## config.mk

```make
export PLATFORM = sky130hd
export DESIGN_NAME = key_life_guard
export DESIGN_NICKNAME = d
export VERILOG_FILES = /design/src/rtl/kz_pkg.sv /design/src/rtl/kz_regs.sv /design/src/rtl/kz_life_timer.sv /design/src/rtl/kz_fsm.sv /design/src/rtl/key_life_guard.sv
export SDC_FILE = /design/constraint.sdc
export NUM_CORES = 1
export LEC_CHECK = 0
export ABC_AREA = 1
export CAP_MARGIN = 20
export CORE_MARGIN = 2
export CORE_UTILIZATION = 50
export CTS_CLUSTER_SIZE = 25
export DETAILED_ROUTE_END_ITERATION = 12
export HOLD_SLACK_MARGIN = 0.03
export PLACE_DENSITY = 0.81
export REMOVE_ABC_BUFFERS = 1
export SKIP_LAST_GASP = 1
export SLEW_MARGIN = 20
export SYNTH_ARGS = -nofsm -noshare
export SYNTH_HDL_FRONTEND = slang
export SYNTH_SLANG_ARGS = --single-unit
```

## constraint.sdc

```tcl
create_clock -name clk -period 2.3 [get_ports clk]
set_input_delay 0.46 -clock clk [delete_from_list [all_inputs] [get_ports clk]]
set_output_delay 0.46 -clock clk [all_outputs]
set_load 0.05 [all_outputs]
```

## src/rtl/kz_pkg.sv

```systemverilog
package kz_pkg;
    localparam logic [7:0] ADR_CTRL    = 8'h08;
    localparam logic [7:0] ADR_STATUS  = 8'h09;
    localparam logic [7:0] ADR_CONFIG  = 8'h0a;
    localparam logic [7:0] ADR_LIFE    = 8'h0b;
    localparam logic [7:0] ADR_KEYBASE = 8'h10;

    localparam int BIT_INIT = 0;
    localparam int BIT_NEXT = 1;
    localparam int BIT_ZERO = 2;

    typedef enum logic [2:0] {
        ST_EMPTY     = 3'd0,
        ST_INIT_REQ  = 3'd1,
        ST_INIT_WAIT = 3'd2,
        ST_LOADED    = 3'd3,
        ST_WIPE      = 3'd4
    } kz_state_t;
endpackage

```

## src/rtl/kz_regs.sv

```systemverilog
module kz_regs #(
    parameter int NKW    = 8,
    parameter int DATA_W = 32,
    parameter int LIFE_W = 16
) (
    input  logic                  clk,
    input  logic                  rst_n,
    input  logic                  wr_en_i,
    input  logic [7:0]            addr_i,
    input  logic [DATA_W-1:0]     wdata_i,
    input  logic                  wipe_i,
    output logic [NKW*DATA_W-1:0] key_flat_o,
    output logic [1:0]            cfg_o,
    output logic [LIFE_W-1:0]     life_o
);
    import kz_pkg::*;

    for (genvar g = 0; g < NKW; g++) begin : g_key
        localparam logic [7:0] WADR = 8'(int'(ADR_KEYBASE) + g);
        logic [DATA_W-1:0] word_q;
        always_ff @(posedge clk or negedge rst_n) begin
            if (!rst_n)                          word_q <= '0;
            else if (wipe_i)                     word_q <= '0;
            else if (wr_en_i && addr_i == WADR)  word_q <= wdata_i;
        end
        assign key_flat_o[g*DATA_W +: DATA_W] = word_q;
    end

    always_ff @(posedge clk or negedge rst_n) begin
        if (!rst_n) begin
            cfg_o  <= '0;
            life_o <= '0;
        end else if (wr_en_i) begin
            if (addr_i == ADR_CONFIG) cfg_o  <= wdata_i[1:0];
            if (addr_i == ADR_LIFE)   life_o <= wdata_i[LIFE_W-1:0];
        end
    end

    // a wipe strobe leaves every key word at zero
    a_r9_key_words_cleared: assert property (@(posedge clk) disable iff (!rst_n)
        wipe_i |=> (key_flat_o == '0));
endmodule

```

## src/rtl/kz_life_timer.sv

```systemverilog
module kz_life_timer #(
    parameter int LIFE_W = 16,
    parameter int PRE_W  = 4
) (
    input  logic              clk,
    input  logic              rst_n,
    input  logic              load_i,
    input  logic [LIFE_W-1:0] load_val_i,
    input  logic              stop_i,
    output logic              expire_o,
    output logic              running_o
);
    localparam logic [PRE_W-1:0]  PRE_TOP = {PRE_W{1'b1}};
    localparam logic [LIFE_W-1:0] ONE     = LIFE_W'(1);

    logic [LIFE_W-1:0] units_q;
    logic [PRE_W-1:0]  pre_q;
    logic              run_q;

    always_ff @(posedge clk or negedge rst_n) begin
        if (!rst_n) begin
            units_q <= '0;
            pre_q   <= '0;
            run_q   <= 1'b0;
        end else if (stop_i) begin
            run_q <= 1'b0;
        end else if (load_i) begin
            units_q <= load_val_i;
            pre_q   <= PRE_TOP;
            run_q   <= (load_val_i != '0);
        end else if (run_q) begin
            if (pre_q == '0) begin
                if (units_q == ONE) begin
                    run_q <= 1'b0;
                end else begin
                    units_q <= units_q - ONE;
                    pre_q   <= PRE_TOP;
                end
            end else begin
                pre_q <= pre_q - 1'b1;
            end
        end
    end

    assign expire_o  = run_q && (pre_q == '0) && (units_q == ONE);
    assign running_o = run_q;

    // a zero lifetime never starts the countdown
    a_r5_zero_life_idle: assert property (@(posedge clk) disable iff (!rst_n)
        (load_i && !stop_i && load_val_i == '0) |=> !running_o);
    // a running countdown only stops through expiry, stop or reload
    a_r4_runs_until_expiry: assert property (@(posedge clk) disable iff (!rst_n)
        (running_o && !load_i && !stop_i && !expire_o) |=> running_o);
endmodule

```

## src/rtl/kz_fsm.sv

```systemverilog
module kz_fsm (
    input  logic clk,
    input  logic rst_n,
    input  logic cmd_init_i,
    input  logic cmd_next_i,
    input  logic cmd_zero_i,
    input  logic life_wr_i,
    input  logic init_done_i,
    input  logic expire_i,
    output logic timer_load_o,
    output logic timer_stop_o,
    output logic eng_init_o,
    output logic eng_next_o,
    output logic key_clear_o,
    output logic loaded_o
);
    import kz_pkg::*;

    kz_state_t state_q, state_d;
    logic      keep_alive;
    logic      next_q;

    assign keep_alive = cmd_next_i || life_wr_i;

    always_comb begin
        state_d = state_q;
        unique case (state_q)
            ST_EMPTY: begin
                if (cmd_zero_i)      state_d = ST_WIPE;
                else if (cmd_init_i) state_d = ST_INIT_REQ;
            end
            ST_INIT_REQ: begin
                if (cmd_zero_i)      state_d = ST_WIPE;
                else if (cmd_init_i) state_d = ST_INIT_REQ;
                else                 state_d = ST_INIT_WAIT;
            end
            ST_INIT_WAIT: begin
                if (cmd_zero_i)       state_d = ST_WIPE;
                else if (cmd_init_i)  state_d = ST_INIT_REQ;
                else if (init_done_i) state_d = ST_LOADED;
            end
            ST_LOADED: begin
                if (cmd_zero_i)      state_d = ST_WIPE;
                else if (cmd_init_i) state_d = ST_INIT_REQ;
                else if (keep_alive) state_d = ST_LOADED;
                else if (expire_i)   state_d = ST_WIPE;
            end
            ST_WIPE: state_d = ST_EMPTY;
            default: state_d = ST_EMPTY;
        endcase
    end

    // state register
    always_ff @(posedge clk or negedge rst_n) begin
        if (!rst_n) state_q <= ST_EMPTY;
        else        state_q <= state_d;
    end

    // outputs
    always_ff @(posedge clk or negedge rst_n) begin
        if (!rst_n) next_q <= 1'b0;
        else        next_q <= cmd_next_i && (state_q == ST_LOADED) && (state_d == ST_LOADED);
    end

    assign timer_load_o = (state_d == ST_LOADED) &&
                          ((state_q == ST_INIT_WAIT) || keep_alive);
    assign timer_stop_o = (state_d != ST_LOADED);
    assign eng_init_o   = (state_q == ST_INIT_REQ);
    assign eng_next_o   = next_q;
    assign key_clear_o  = (state_q == ST_WIPE);
    assign loaded_o     = (state_q == ST_LOADED);

    // the wipe lasts a single cycle
    a_r9_wipe_single: assert property (@(posedge clk) disable iff (!rst_n)
        (state_q == ST_WIPE) |=> (state_q == ST_EMPTY));
    // zeroise beats every other command
    a_r6_zero_wins: assert property (@(posedge clk) disable iff (!rst_n)
        (cmd_zero_i && state_q != ST_WIPE) |=> (state_q == ST_WIPE));
    // loaded is only entered from the waiting state on init-done
    a_r10_loaded_entry: assert property (@(posedge clk) disable iff (!rst_n)
        $rose(loaded_o) |-> $past(state_q == ST_INIT_WAIT && init_done_i));
    // the start pulse lasts one cycle unless init is re-issued
    a_r3_init_pulse: assert property (@(posedge clk) disable iff (!rst_n)
        (eng_init_o && !cmd_init_i) |=> !eng_init_o);
endmodule

```

## src/rtl/key_life_guard.sv

```systemverilog
module key_life_guard #(
    parameter int NKW    = 8,
    parameter int LIFE_W = 16,
    parameter int PRE_W  = 4
) (
    input  logic              clk,
    input  logic              rst_n,
    input  logic              cs_i,
    input  logic              we_i,
    input  logic [7:0]        addr_i,
    input  logic [31:0]       wdata_i,
    output logic [31:0]       rdata_o,
    input  logic              eng_ready_i,
    input  logic              eng_valid_i,
    input  logic              eng_init_done_i,
    output logic              eng_init_o,
    output logic              eng_next_o,
    output logic              key_clear_o,
    output logic              cfg_encdec_o,
    output logic              cfg_keylen_o,
    output logic [NKW*32-1:0] key_o
);
    import kz_pkg::*;

    localparam int DATA_W = 32;

    logic              wr, ctrl_wr, life_wr;
    logic              cmd_init, cmd_next, cmd_zero;
    logic [1:0]        cfg;
    logic [LIFE_W-1:0] life, load_val;
    logic              t_load, t_stop, t_expire, t_run;
    logic              loaded;

    assign wr       = cs_i && we_i;
    assign ctrl_wr  = wr && (addr_i == ADR_CTRL);
    assign life_wr  = wr && (addr_i == ADR_LIFE);
    assign cmd_init = ctrl_wr && wdata_i[BIT_INIT];
    assign cmd_next = ctrl_wr && wdata_i[BIT_NEXT];
    assign cmd_zero = ctrl_wr && wdata_i[BIT_ZERO];
    assign load_val = life_wr ? wdata_i[LIFE_W-1:0] : life;

    kz_regs #(.NKW(NKW), .DATA_W(DATA_W), .LIFE_W(LIFE_W)) u_regs (
        .clk(clk), .rst_n(rst_n), .wr_en_i(wr), .addr_i(addr_i), .wdata_i(wdata_i),
        .wipe_i(key_clear_o), .key_flat_o(key_o), .cfg_o(cfg), .life_o(life)
    );

    kz_life_timer #(.LIFE_W(LIFE_W), .PRE_W(PRE_W)) u_timer (
        .clk(clk), .rst_n(rst_n), .load_i(t_load), .load_val_i(load_val),
        .stop_i(t_stop), .expire_o(t_expire), .running_o(t_run)
    );

    kz_fsm u_fsm (
        .clk(clk), .rst_n(rst_n), .cmd_init_i(cmd_init), .cmd_next_i(cmd_next),
        .cmd_zero_i(cmd_zero), .life_wr_i(life_wr), .init_done_i(eng_init_done_i),
        .expire_i(t_expire), .timer_load_o(t_load), .timer_stop_o(t_stop),
        .eng_init_o(eng_init_o), .eng_next_o(eng_next_o),
        .key_clear_o(key_clear_o), .loaded_o(loaded)
    );

    assign cfg_encdec_o = cfg[0];
    assign cfg_keylen_o = cfg[1];

    always_comb begin
        rdata_o = '0;
        if (cs_i && !we_i) begin
            if (addr_i == ADR_STATUS)      rdata_o = {29'd0, loaded, eng_valid_i, eng_ready_i};
            else if (addr_i == ADR_CONFIG) rdata_o = {30'd0, cfg};
            else if (addr_i == ADR_LIFE)   rdata_o = 32'(life);
            for (int i = 0; i < NKW; i++) begin
                if (addr_i == 8'(int'(ADR_KEYBASE) + i)) rdata_o = key_o[i*DATA_W +: DATA_W];
            end
        end
    end

    // a forced zeroise reaches the clear strobe on the next cycle
    a_r6_zero_strobe: assert property (@(posedge clk) disable iff (!rst_n)
        (cmd_zero && !key_clear_o) |=> (key_clear_o && !loaded));
    // the countdown only runs while a key is loaded
    a_r4_timer_with_key: assert property (@(posedge clk) disable iff (!rst_n)
        t_run |-> loaded);
endmodule

```

==> flow_summary_export.csv, run 1 <==
group,metric,value,unit
sta,drv_slew,0,
final_layout,layout_commonest_cell,"nand2_1",
run_status,violations,"negative setup slack",
yosys,synth.yosys.warnings,0,
place,numPortBuffers,339,
route,dr.pass1.iters,8,
sta,fin_ws,-351,ps
worst_setup_path,crit_start,"addr_i[7]",
sta,clock.fmax,377,MHz
sta,fin_worst_skew,15.5,ps
clock_network,cts_buffers,34,
final_layout,mostFrequentLayoutCells,"nand2_1 (582), dfrtp_1 (298), clkdlybuf4s50_1 (289)",
floorplan,core_area,0.0276,mm2
place,post-place-ws,-871,ps
yosys,syn_area,0.0140,mm2
sta,grt_setup_unrepaired,"yes",
clock_network,cts_max_path_buffers,3,
final_layout,final_cells,2577,
global_routing,grt_util_all_layers,35.9,%
run_status,status,"complete, but fails checks",
place,place_hpwl,37100,um
global_routing,use_met1,47.3,%
power,ir_drop,0.699,mV
sta,maxSlewHeadroom,49.3,%
worst_setup_path,slowest_stage,"a41o_1",
yosys,postSynthAreaPerCell,8.04,um2
worst_setup_path,reg2reg_to,"u_timer.units_q[5]",
yosys,syn_inst,1738,
route,wl_per_cell,21.0,um
clock_network,cts_tree,"done",
yosys,synth-seq-cells,299,
route,drt-total-wl,54000,um
sta,period_share,115,%
floorplan,start_util,50.5,%
worst_setup_path,crit_path_end,"rdata_o[29]",
sta,setup_violations,32,
worst_setup_path,ff2ff_path_depth,14,
worst_setup_path,worstPathRequired,1840,ps
floorplan,pin_count,340,
final_layout,nFillCells,1950,
worst_setup_path,critPathLaunchType,"primary input",
route,vias_per_cell,5.79,
route,ant_nets,0,
final_layout,syn2layout_area_growth,49.9,%
final_layout,drive_above_1_share,16.6,%
clock_network,clk_pin_slew,60,ps
worst_hold_path,hold_path_class,"in2async",
clock_network,cts_root_buf,"clkbuf_16",
power,power_leakage,0.0101,uW
global_routing,grt_pass1_wl,80200,um
place,dp.cells,2493,
worst_setup_path,arrival,2190,ps
sta,worst_slew_pin_slew,753,ps
global_routing,use_met3,6.78,%
floorplan,die_area,0.0293,mm2
worst_setup_path,end_kind,"output port",
final_layout,final_area,0.0209,mm2
floorplan,fp.dieW,171,um
final_layout,multi_input_area,0.00595,mm2
floorplan,chipHeight,171,um
yosys,synth_cell_types,40,
global_routing,grt_max_degree,127,
route,vias,14900,
global_routing,grt_antenna_before_repair,1,
route,route.detailed.drc,0,
place,post_dp_cell_area,0.0190,mm2
sta,final-hold-violation-count,0,
route,first_iter_violations,1848,
sta,finalCriticalPeriod,2650,ps
clock_network,worstSkewPairLatency,520,ps
place,place.gp.congestion,0.955,
job,cap_violations,0,
global_routing,first_global_vias,14200,
global_routing,grt_use_met2,57.6,%
power,p_per_area,719,mW/mm2
final_layout,nNetsFinal,2223,
global_routing,busiest_layer,"met2",
global_routing,overflow,0,
worst_setup_path,cpPeakStageDelay,250,ps
clock_network,cts_sinks,299,
worst_setup_path,rrSetupSlack,130,ps
yosys,synth_seq_area_share,53.6,%
clock_network,htreeDepth,2,
worst_setup_path,rr_startpoint,"u_timer.pre_q[1]",
final_layout,regArea,0.00748,mm2
worst_setup_path,cp_max_fo,17,
worst_setup_path,path_class,"in2out",
floorplan,rows,61,
worst_setup_path,cp_cell_sequence,"buf_8 -> nor2_4 -> nand3_4 -> buf_6 -> buf_6 -> nor3_4 -> buf_4 -> buf_12 -> a21oi_1 -> a41o_1 -> inv_1 -> buf_12",
[worst max-delay path, delay by kind of cell]
kind / cells / cell delay (ps)
AOI/OAI and AO/OA: 2 / 310
and+or+nand+nor: 3 / 470
buffers and inverters: 7 / 950
[worst min path at each step]
stage	start	to	slack [ps]	cells past startpoint
final	rst_n	u_timer.units_q[6]	320	2
after global routing	rst_n	u_timer.units_q[6]	310	2
after CTS	rst_n	u_timer.units_q[6]	310	2
after detailed placement	rst_n	u_timer.units_q[6]	250	1
after global placement	rst_n	u_timer.units_q[6]	250	1
after floorplan	rst_n	u_fsm.eng_next_o	160	0
[layer usage]
layer  part of all wire, %  vias up
met5                     0        -
met4                   5.2        0
met3                    10      217
met2                    47     1016
met1                    37     7106
li1                      -     6583
[where the power goes]
part	internal [uW]	switching, uW
Combinational	1240	2170
Clock	3360	2210
Sequential	5650	417
[flip-flops by register name, summed over array words and instances, names as in the netlist]
register	cells
u_timer.running_o	1
u_regs.g_key.word_q	256
u_fsm.state_q	3
u_regs.cfg_o	2
u_regs.life_o	16
u_fsm.eng_next_o	1
u_timer.pre_q	4
u_timer.units_q	16
[timing repair]
action	in CTS	in global routing
endpoints found under the hold margin	37	0
buffers inserted	12	4
resized for setup	92	105
setup endpoints to repair	76	54
cloned	3	2
pin swaps	13	38
hold buffers	1	0
[stage by stage]
| stage | utilization [%] | total power, uW | hold WS (ps) | TNS (ps) |
|---|---|---|---|---|
| 2_1_floorplan | - | 8020 | 164 | -317230 |
| 3_3_place_gp | 68.8 | 9290 | 249 | -91340 |
| 3_5_place_dp | 68.8 | 9370 | 249 | -109690 |
| 4_1_cts | 74.4 | 14900 | 309 | -10570 |
| 5_1_grt | 75.8 | 15700 | 308 | -11930 |
| 6_report | 75.8 | 15000 | 318 | -9200 |
[cells in the mapped netlist]
master     instances  area (um2)
a21oi_1           55         275
a21oi_4            1        16.3
a41o_1             2        20.0
and2_1             1        6.26
buf_1              2        7.51
buf_2             12        60.1
buf_4              2        15.0
buf_6              1        11.3
clkbuf_1          79         297
clkinv_1           2        7.51
dfrtp_1          299        7480
ha_1               4        50.1
inv_1            120         450
inv_2             14        52.6
mux2_2             1        11.3
nand2_1          599        2250
nand2_2            3        18.8
nand2_4            1        11.3
nand3_1           61         305
nand3b_4           1        20.0
nand4_1           48         300
nand4_4            2        42.5
nor2_1            52         195
nor2_2             1        6.26
nor2_4             2        22.5
nor3_1             9        45.0
nor3_2             1        10.0
nor4_1             2        12.5
o2111ai_1          6        52.6
o211ai_1          18         135
o21a_1             5        37.5
o21ai_0          287        1440
o21ai_1           17        85.1
o21ai_2            1        8.76
o22ai_1            8        50.1
o311ai_0           2        17.5
o31ai_1            1        7.51
or2_2              2        12.5
xnor2_1            7        61.3
xor2_1             7        61.3
[layout make-up]
cell class | count | area share (%)
flip-flops and latches | 299 | 35.7
multi-input cells | 1207 | 28.4
repair buffers | 494 | 25.5
clock buffers | 51 | 4.75
inverters | 136 | 2.49
well taps | 378 | 2.26
clock inverters | 11 | 0.759
diodes | 1 | 0.0120
[kinds of logic (layout without fill, tap and decap cells)]
logic type / Yosys count / in the layout / share of synthesized area, %
xor+xnor: 14 / 14 / 0.878
other cells: 0 / 1 / 0
mux: 1 / 1 / 0.0806
buf+inv: 232 / 692 / 6.45
simple gates: 785 / 785 / 23.3
fa+ha+maj: 4 / 4 / 0.358
compound gates: 403 / 403 / 15.3
flops: 299 / 299 / 53.6
No activity file was read; power rests on OpenSTA's default activity.
==> run 2, diff against run 1 <==
- SKIP_LAST_GASP: 1 -> unset
==> flow_summary_export.csv, run 2 (synthesized netlist as in run 1, its figures left out) <==
group,metric,value,unit
route,route.detailed.drc,0,
sta,fin_worst_skew,15.5,ps
clock_network,cts_max_path_buffers,3,
sta,drv_slew,0,
route,first_iter_violations,1972,
worst_setup_path,cp_max_fo,9,
run_status,status,"complete, but fails checks",
run_status,violations,"negative setup slack",
sta,final-hold-violation-count,0,
worst_hold_path,hold_path_class,"in2async",
final_layout,nNetsFinal,2227,
worst_setup_path,reg2reg_to,"u_timer.units_q[5]",
sta,fin_ws,-357,ps
worst_setup_path,critPathLaunchType,"primary input",
floorplan,die_area,0.0293,mm2
floorplan,chipHeight,171,um
route,dr.pass1.iters,5,
clock_network,htreeDepth,2,
job,cap_violations,0,
worst_setup_path,path_class,"in2out",
worst_setup_path,rrSetupSlack,130,ps
power,p_per_area,719,mW/mm2
worst_setup_path,ff2ff_path_depth,14,
clock_network,clk_pin_slew,60,ps
floorplan,rows,61,
global_routing,grt_util_all_layers,35.9,%
floorplan,fp.dieW,171,um
floorplan,pin_count,340,
power,total_power,15100,uW
worst_setup_path,crit_start,"addr_i[7]",
sta,clock.fmax,376,MHz
worst_setup_path,arrival,2200,ps
worst_setup_path,rr_startpoint,"u_timer.pre_q[1]",
sta,finalCriticalPeriod,2660,ps
global_routing,grt_max_degree,127,
global_routing,first_global_vias,14200,
global_routing,grt_antenna_before_repair,1,
worst_setup_path,worstPathRequired,1840,ps
route,drt-total-wl,54100,um
place,place_hpwl,37100,um
final_layout,layout_commonest_cell,"nand2_1",
final_layout,max_flop_register,"u_regs.g_key.word_q",
worst_setup_path,crit_path_end,"rdata_o[15]",
clock_network,cts_buffers,34,
sta,maxSlewHeadroom,51.1,%
final_layout,mostFrequentLayoutCells,"nand2_1 (579), dfrtp_1 (298), clkdlybuf4s50_1 (288)",
final_layout,syn2layout_area_growth,49.9,%
final_layout,largest_reg_flops,256,
place,post-place-ws,-871,ps
clock_network,cts_tree,"done",
power,power_leakage,0.0101,uW
floorplan,core_area,0.0276,mm2
clock_network,cts_sinks,299,
sta,worst_slew_pin_slew,726,ps
route,wl_per_cell,20.9,um
global_routing,overflow,0,
sta,tns,-8670,ps
power,ir_drop,0.701,mV
place,numPortBuffers,339,
route,ant_nets,0,
floorplan,start_util,50.5,%
clock_network,worstSkewPairLatency,520,ps
route,vias,14900,
place,place.gp.congestion,0.955,
sta,period_share,116,%
worst_setup_path,end_kind,"output port",
final_layout,drive_above_1_share,16.6,%
clock_network,cts_root_buf,"clkbuf_16",
final_layout,reg_top3,"u_regs.g_key.word_q (256), u_regs.life_o (16), u_timer.units_q (16)",
sta,grt_setup_unrepaired,"yes",
sta,setup_violations,32,
global_routing,grt_pass1_wl,80300,um
route,vias_per_cell,5.77,
[run 2: cell types whose count changed in the layout (fill, tap and decap cells not counted), moves of 3 or more]
cell / before / now
buf_4: 100 / 97
buf_6: 33 / 40
inv_1: 103 / 106
inv_2: 28 / 25
nand2_1: 582 / 579
nand2_2: 14 / 19
o21ai_1: 27 / 30
[run 2: where the power goes]
| group | switching, uW | internal, uW |
|---|---|---|
| Sequential | 418 | 5650 |
| Combinational | 2170 | 1240 |
| Clock | 2220 | 3360 |
| Total | 4810 | 10300 |
[run 2: timing repair]
item,CTS,global route
endpoints found under the hold margin,37,0
resized for setup,98,107
pin swaps,13,26
buffers inserted,12,8
hold buffers,1,0
gates cloned,3,2
endpoints found under the setup margin,76,54
[run 2: metrics by stage]
step                util, %  instance area [um2]  cells  hold WS, ps
floorplan                 -                13600   1642          164
global placement       68.8                19000   2493          249
detailed placement     68.8                19000   2493          249
CTS                    74.5                20600   2571          309
global route           75.8                20900   2581          308
finish                 75.8                20900   2581          319
[run 2: cell type report]
type / count / area, um2
Clock inverter: 11 / 159
Tap cell: 378 / 473
Timing Repair Buffer: 498 / 5380
Antenna cell: 1 / 2.50
Clock buffer: 51 / 995
Fill cell: 1949 / 6700
Multi-Input combinational cell: 1207 / 5920
Sequential cell: 299 / 7480
Inverter: 136 / 520
[run 2: layer usage]
layer / up-vias / GRT usage [%] / wire length (um) / part of all wire, %
met1: 7090 / 47.3 / 20400 / 38
met2: 1015 / 57.5 / 25500 / 47
met4: 0 / 17.2 / 2620 / 4.8
met3: 196 / 6.78 / 5550 / 10
met5: - / 0 / 0 / 0
li1: 6584 / - / - / -
[run 2: worst min path at each step]
stage               depth (start not counted)  start  slack [ps]                 end
floorplan                                   0  rst_n         160    u_fsm.eng_next_o
global placement                            1  rst_n         250  u_timer.units_q[6]
detailed placement                          1  rst_n         250  u_timer.units_q[6]
CTS                                         2  rst_n         310  u_timer.units_q[6]
global route                                2  rst_n         310  u_timer.units_q[6]
finish                                      2  rst_n         320  u_timer.units_q[6]
[run 2: worst max-delay path: stages]
cell,delay [ps]
buf_8,100
nor2_4,130
nand3_4,120
buf_6,140
nor3_4,130
buf_6,140
buf_12,150
nand2_1,70
nand4_1,150
o22ai_2,110
nand3_1,100
o211ai_1,120
inv_2,120
buf_12,140
